`config.mk`:
```
export PLATFORM = sky130hd
export DESIGN_NAME = opstate_mover
export DESIGN_NICKNAME = d
export VERILOG_FILES = /design/src/rtl/opstate_pkg.sv /design/src/rtl/opstate_field.sv /design/src/rtl/opstate_planner.sv /design/src/rtl/opstate_mover.sv
export SDC_FILE = /design/constraint.sdc
export NUM_CORES = 1
export LEC_CHECK = 0
export ABC_CLOCK_PERIOD_IN_PS = 2600
export BUFFER_PORTS_ARGS = -buffer_cell sky130_fd_sc_hd__buf_4
export CAP_MARGIN = 25
export CORE_AREA = 2 2 39 41
export CTS_CLUSTER_SIZE = 25
export DETAILED_ROUTE_END_ITERATION = 8
export DIE_AREA = 0 0 41 43
export PLACE_DENSITY_LB_ADDON = 0.2
export RECOVER_POWER = 100
export SYNTH_ARGS = -nofsm -noshare
export SYNTH_HDL_FRONTEND = slang
export SYNTH_SLANG_ARGS = --single-unit
```
`constraint.sdc`:
```
create_clock -name clk -period 2.6 [get_ports clk]
set_input_delay 0.52 -clock clk [delete_from_list [all_inputs] [get_ports clk]]
set_output_delay 0.52 -clock clk [all_outputs]
set_load 0.03 [all_outputs]
```
`src/rtl/opstate_pkg.sv`:
```
package opstate_pkg;
  localparam int FIELD_W = 3;
  typedef logic [FIELD_W-1:0] ctl_state_t;
  localparam ctl_state_t ST_LOWPWR = 3'b101;
  localparam ctl_state_t ST_ACCESS = 3'b011;
  localparam ctl_state_t ST_CONFIG = 3'b001;

  typedef enum logic [1:0] {
    CMD_NONE = 2'b00,
    CMD_WAKE = 2'b01,
    CMD_CFG  = 2'b10,
    CMD_GO   = 2'b11
  } cmd_t;

  typedef enum logic [1:0] {
    PH_IDLE   = 2'd0,
    PH_DECIDE = 2'd1,
    PH_WAIT   = 2'd2
  } phase_t;
endpackage

```
`src/rtl/opstate_field.sv`:
```
module opstate_field
  import opstate_pkg::*;
#(
  parameter int STAT_W    = 8,
  parameter int FIELD_LSB = 0
) (
  input  logic [STAT_W-1:0] status,
  output ctl_state_t        cur
);
  localparam int FIELD_MSB = FIELD_LSB + FIELD_W - 1;

  initial begin
    if (FIELD_MSB >= STAT_W) $error("state field does not fit in status word");
  end

  assign cur = status[FIELD_MSB:FIELD_LSB];
endmodule

```
`src/rtl/opstate_planner.sv`:
```
module opstate_planner
  import opstate_pkg::*;
(
  input  ctl_state_t cur,
  input  logic       to_config,
  output logic       at_target,
  output logic       step_ok,
  output cmd_t       step_cmd,
  output ctl_state_t step_expect
);
  ctl_state_t goal;

  always_comb begin
    goal        = to_config ? ST_CONFIG : ST_ACCESS;
    at_target   = (cur == goal);
    step_ok     = 1'b0;
    step_cmd    = CMD_NONE;
    step_expect = cur;
    if (!at_target) begin
      if (cur == ST_LOWPWR) begin
        // low-power always leaves through access
        step_ok     = 1'b1;
        step_cmd    = CMD_WAKE;
        step_expect = ST_ACCESS;
      end else if (cur == ST_ACCESS && to_config) begin
        step_ok     = 1'b1;
        step_cmd    = CMD_CFG;
        step_expect = ST_CONFIG;
      end else if (cur == ST_CONFIG && !to_config) begin
        step_ok     = 1'b1;
        step_cmd    = CMD_GO;
        step_expect = ST_ACCESS;
      end
    end
  end
endmodule

```
`src/rtl/opstate_mover.sv`:
```
module opstate_mover
  import opstate_pkg::*;
#(
  parameter int STAT_W    = 8,
  parameter int FIELD_LSB = 0
) (
  input  logic              clk,
  input  logic              rst_n,
  input  logic              req_valid,
  output logic              req_ready,
  input  logic              req_to_config,
  input  logic [STAT_W-1:0] ctl_status,
  output logic              cmd_strobe,
  output logic [1:0]        cmd_code,
  output logic              done
);
  phase_t     phase_q;
  logic       to_cfg_q;
  ctl_state_t expect_q;
  ctl_state_t cur;
  logic       at_target, step_ok;
  cmd_t       step_cmd;
  ctl_state_t step_expect;
  cmd_t       code_q;

  opstate_field #(.STAT_W(STAT_W), .FIELD_LSB(FIELD_LSB)) u_field (
    .status(ctl_status),
    .cur   (cur)
  );

  opstate_planner u_plan (
    .cur        (cur),
    .to_config  (to_cfg_q),
    .at_target  (at_target),
    .step_ok    (step_ok),
    .step_cmd   (step_cmd),
    .step_expect(step_expect)
  );

  always_ff @(posedge clk or negedge rst_n) begin
    if (!rst_n) begin
      phase_q    <= PH_IDLE;
      to_cfg_q   <= 1'b0;
      expect_q   <= ST_ACCESS;
      cmd_strobe <= 1'b0;
      code_q     <= CMD_NONE;
      done       <= 1'b0;
    end else begin
      cmd_strobe <= 1'b0;
      done       <= 1'b0;
      unique case (phase_q)
        PH_IDLE: begin
          if (req_valid) begin
            to_cfg_q <= req_to_config;
            phase_q  <= PH_DECIDE;
          end
        end
        PH_DECIDE: begin
          if (at_target) begin
            done    <= 1'b1;
            phase_q <= PH_IDLE;
          end else if (step_ok) begin
            cmd_strobe <= 1'b1;
            code_q     <= step_cmd;
            expect_q   <= step_expect;
            phase_q    <= PH_WAIT;
          end
        end
        PH_WAIT: begin
          if (cur == expect_q) phase_q <= PH_DECIDE;
        end
        default: phase_q <= PH_IDLE;
      endcase
    end
  end

  assign req_ready = (phase_q == PH_IDLE);
  assign cmd_code  = code_q;

  p_strobe_single_r8: assert property (@(posedge clk) disable iff (!rst_n)
    cmd_strobe |=> !cmd_strobe);

  p_quiet_pending_r8: assert property (@(posedge clk) disable iff (!rst_n)
    (phase_q == PH_WAIT && $past(phase_q) == PH_WAIT) |-> !cmd_strobe);

  p_busy_after_accept_r2: assert property (@(posedge clk) disable iff (!rst_n)
    (req_valid && req_ready) |=> !req_ready);

  p_wake_from_lowpwr_r6: assert property (@(posedge clk) disable iff (!rst_n)
    (cmd_strobe && cmd_code == CMD_WAKE) |-> $past(cur) == ST_LOWPWR);

  p_done_at_goal_r3: assert property (@(posedge clk) disable iff (!rst_n)
    done |-> $past(cur) == (to_cfg_q ? ST_CONFIG : ST_ACCESS));

  p_done_no_cmd_r4: assert property (@(posedge clk) disable iff (!rst_n)
    !(done && cmd_strobe));
endmodule

```
After elaboration in Yosys (flattened, before gate mapping)
Cells that the tools add are included.
- bits of input ports: 12
- register bits after elaboration: 10
- reductions and logical operators: 7
- muxes and demuxes: 21
- equal/unequal tests: 10
- bitwise operators: 1
- operators by type and width (kind ; count):
    2-bit 2-to-1 mux ; 8
    1-bit 2-to-1 mux ; 9
    3-bit 2-to-1 mux ; 3
    3-bit equality test ; 2
    2-bit case mux with 3 select lines ; 1
    3-bit AND reduction ; 2
    2-bit inequality test, second input constant ; 2
    3-bit by 1-bit equality test with 1-bit output, second input constant ; 1
    3-bit by 2-bit equality test with 1-bit output, second input constant ; 1
    3-bit equality test, second input constant ; 1
    3-bit inequality test, second input constant ; 1
    2-bit by 1-bit equality test with 1-bit output, second input constant ; 1
    2-bit equality test, second input constant ; 1
    1-bit logical AND ; 2
    2-bit zero test ; 1
    2-bit AND reduction ; 1
    1-bit zero test ; 1
    1-bit inverter ; 1

Depth between registers and ports, before layout
- depth in word-level cells: 9
- depth in mapped cells: 4

Hierarchy
Synthesis repeated with hierarchy kept, for this count alone.
- cell total of the unflattened synthesis: 44
- area total of the unflattened synthesis: 529.3 µm²
- by module, submodules not included (module ; times used ; sequential area each (µm²) ; area each (µm²) ; cells each):
    opstate_mover ; 1 ; 252.7 ; 422.9 ; 29
    opstate_planner ; 1 ; 0.0 ; 83.8 ; 12
    opstate_field ; 1 ; 0.0 ; 22.5 ; 3

Worst setup path after synthesis
No wires, ideal clock.
- kind: register -> register
- start point: register phase_q[0]
- end point: register to_cfg_q
- clock period less this slack: 1.430 ns
- required time: 2.475 ns
- setup slack: 1.170 ns
- cell stages (with the launch flop): 4
- arrival time: 1.306 ns
- buffers on the path: 0
- path through: dfrtp_1 > nor2_1 > nand2_1 > mux2_2
- word-level cells in the longest chain between the ends: 2
- ends and longest elaborated chain (item ; line ; source):
    start: declaration ; opstate_mover.sv:17 ; phase_t phase_q;
    start signal: assignment ; opstate_mover.sv:42 ; phase_q <= PH_IDLE;
    start signal: assignment ; opstate_mover.sv:55 ; phase_q <= PH_DECIDE;
    start signal: assignment ; opstate_mover.sv:61 ; phase_q <= PH_IDLE;
    2-bit zero test ; -- ;
    net req_ready ; opstate_mover.sv:10 ; output logic req_ready,
    2-bit AND reduction (no source line) ; -- ;
    end signal: assignment ; opstate_mover.sv:54 ; to_cfg_q <= req_to_config;
    end: declaration ; opstate_mover.sv:18 ; logic to_cfg_q;
The timed path passes the listed nets, and every way through them passes these cells.
A chain may end at the register's enable or synchronous reset.

Final worst setup path
- start point: register phase_q[0]
- end point: output req_ready
- word-level cells in the longest chain between the ends: 1
- ends and longest elaborated chain (item ; line ; source):
    2-bit zero test ; opstate_mover.sv:77 ; assign req_ready = (phase_q == PH_IDLE);
    end: declaration ; opstate_mover.sv:10 ;
No other way between the ends.

==> results.sh <==
export IMPL_hp_class="in2async"
export IMPL_io_pins=17
export IMPL_drc=0
export IMPL_fin_nets=72
export IMPL_die_w_um=41
export IMPL_dieArea_mm2=0.001763
export IMPL_antenna_cells=0
export IMPL_die_h_um=43
export IMPL_cts_max_level=1
export IMPL_num_rows=14
export IMPL_slew_violations=0
export IMPL_crit_type="reg2out"
export IMPL_worstSetupEndpointType="output pin"
export IMPL_setup_violations=0
export IMPL_globalplace_congestion=0.6422
export IMPL_start_util=0.3725
export IMPL_wl_per_cell_um=12.15
export IMPL_critPathMaxFanout=5
export IMPL_synth_distinct_cells=24
export IMPL_cts_setup_buffers=0
export IMPL_p_sw_frac=0.3852
export IMPL_power_frac_seq=0.393
export IMPL_root_buffer="clkbuf_4"
export IMPL_hpwl_um=668.6
export IMPL_ant_nets=0
export IMPL_layout_drive_gt1_share=0.2034
export IMPL_cp_required_ns=2.08
export IMPL_antenna_found_initial=0
export IMPL_synthCells=45
export IMPL_worst_pin_slew_ns=0.5331
export IMPL_critical_path_arrival_ns=1.15
export IMPL_total_leakage_power_nw=0.2640
export IMPL_startpoint_type="flop"
export IMPL_rsz0062_at_grt="false"
export IMPL_cap_viol_max_count=0
export IMPL_grt_start_max_net_pins=11
export IMPL_vias=363
export IMPL_cp_top_family="flip-flops"
export IMPL_crit_chain="nor2_1 -> clkbuf_1"
export IMPL_path_buf_inv=1
export IMPL_grt_pass1_wl_um=1511
export IMPL_crit_slowest_cell="dfrtp_1"
export IMPL_fin_crit_ns=1.672
export IMPL_design_core_area_mm2=0.001384
export IMPL_clkPwrFrac=0.210
export IMPL_power_mw=0.6552
export IMPL_clock_sinks=10
export IMPL_power_density_mw_per_mm2=1098
export IMPL_port_buffers=11
export IMPL_yosys_area_top_type="dfrtp_1"
export IMPL_cts_resized=0
export IMPL_gr_usage_all_layers=0.1303
export IMPL_fin_skew_ns=0.005885
export IMPL_gr_total_overflow=0
export IMPL_p_switching_mw=0.2524
export IMPL_cts_clk_slew_worst_paths_ns=0.07
export IMPL_fin_cells=75
export IMPL_ys_seq_elements=10
export IMPL_drt_wl_total_um=911
export IMPL_ir_worst_vdd_mv=0.3730
export IMPL_ctsHoldBuffers=0
export IMPL_synthTopCellsByArea="dfrtp_1, dfstp_2, xnor2_1"
export IMPL_syn_nets=57
export IMPL_clock_latency_ns=0.26
export IMPL_finalSetupTns_ns=0
export IMPL_status="completed"
export IMPL_critical_path_max_stage_delay_ns=0.42
export IMPL_placedCellCount=71
export IMPL_grt_pass1_vias=364
export IMPL_vias_per_cell=4.840
export IMPL_dr_pass1_iters=4
export IMPL_clk_path_buf_depth=2
export IMPL_pre_cts_ws_ns=1.319
export IMPL_drtIter0Drc=2
export IMPL_min_period_over_period=0.6432
export IMPL_pwr_share_comb=0.397
export IMPL_setup_slack_ns=0.9277
export IMPL_cts_tree="built"
export IMPL_hold_viol=0
export IMPL_synth_avg_cell_area_um2=11.46
export IMPL_fmax_ghz=0.5980
export IMPL_yosysWarnings=0
export IMPL_numCtsBuffers=3
export IMPL_yosysSeqAreaShare=0.4903
export IMPL_syn_cell_area_um2=515.5
export IMPL_area_growth_pct=15.78
export IMPL_yosysTopAreaCellShare=0.3883
export IMPL_p_int_mw=0.4028
export IMPL_relSlewSlack=0.6446
metrics by stage:
step	instance area [um2]	util	hold slack, ns
finish	596.8	0.4313	0.2005
global route	596.8	0.4313	0.2503
CTS	646.9	0.4675	0.06643
detailed placement	610.6	0.4412	0.3572
global placement	610.6	0.4412	0.3582
floorplan	515.5	-	0.2244
state kept, by name (all words and copies together) (netlist names):
name / flops
done: 1
to_cfg_q: 1
expect_q: 3
cmd_strobe: 1
phase_q: 2
cmd_code: 2
synthesized netlist by cell type:
cell type,n
a211o_1,1
mux2_2,1
nor3_1,2
o211ai_1,1
nand2_1,4
nand2b_1,1
nor2_1,3
o21a_1,1
o22a_1,1
xnor2_1,4
inv_1,3
dfstp_2,2
nand3_1,1
and2b_1,1
a31o_1,1
nor2b_4,1
o21ai_2,1
o21bai_1,1
nand3b_4,1
dfrtp_1,8
xor2_2,1
nand4b_1,1
buf_4,1
a2bb2oi_1,3
per-layer routing:
layer,vias up,GRT usage,wire length (um)
li1,183,-,-
met1,170,0.1717,438
met2,10,0.1844,413
met3,0,0.03141,59
met4,0,0.08000,0
met5,-,0,0
power by group through the flow:
| stage | clock, mW | sequential (mW) | combinational, mW |
|---|---|---|---|
| floorplan | 0 | 0.296 | 0.188 |
| CTS | 0.144 | 0.265 | 0.307 |
| global route | 0.151 | 0.267 | 0.288 |
| global placement | 0 | 0.267 | 0.306 |
| detailed placement | 0 | 0.268 | 0.305 |
| finish | 0.138 | 0.257 | 0.260 |
worst paths after layout:
check	from	end	slack, ns	cells past startpoint
setup / recovery	phase_q[0]$_DFFE_PN0P_	req_ready	0.93	2
hold / removal	rst_n	cmd_code[1]$_DFFE_PN0P_	0.20	1
setup reg to reg	phase_q[1]$_DFFE_PN0P_	cmd_code[1]$_DFFE_PN0P_	1.32	3
hold reg to reg	expect_q[0]$_DFFE_PN1P_	expect_q[0]$_DFFE_PN1P_	0.52	1
max in group asynchronous	rst_n	expect_q[0]$_DFFE_PN1P_	2.03	1
min in group clk	ctl_status[2]	done$_DFF_PN0_	0.46	2
cell usage in the layout, fill, tap and decap left out:
master	synthesis	final
nor3_1	2	2
buf_4	1	5
nor2b_1	0	1
o22a_1	1	1
xor2_1	0	1
a211o_1	1	1
a31o_1	1	1
mux2_2	1	1
dfrtp_1	8	8
dfstp_1	0	1
clkbuf_4	0	3
a2bb2oi_1	3	3
nor2_1	3	3
xnor2_1	4	4
o211ai_1	1	1
nand3_1	1	1
and2b_1	1	1
clkbuf_1	0	6
dfstp_2	2	1
nand2b_1	1	1
inv_1	3	3
clkbuf_8	0	1
nand4b_1	1	1
o21ai_2	1	1
o21a_1	1	1
o21bai_1	1	1
nand2_1	4	4
nand3b_1	0	1
cell type report:
type,count,area [um2]
clock buffer,4,36.28
fill,150,787.0
inverter,3,11.26
multi-input combinational,31,216.5
sequential,10,252.7
tap,16,20.02
timing repair buffer,11,60.06
cells by family (layout without fill, tap and decap cells):
group,after synthesis,count (layout),synth area share
AO/OA/AOI/OAI,10,10,0.1627
multiplexers,1,1,0.02184
AND/OR/NAND/NOR,15,15,0.1893
flip-flops,10,10,0.4903
buffers and inverters,4,18,0.03641
XOR/XNOR,5,5,0.09952
(Power assumes the default switching activity.)
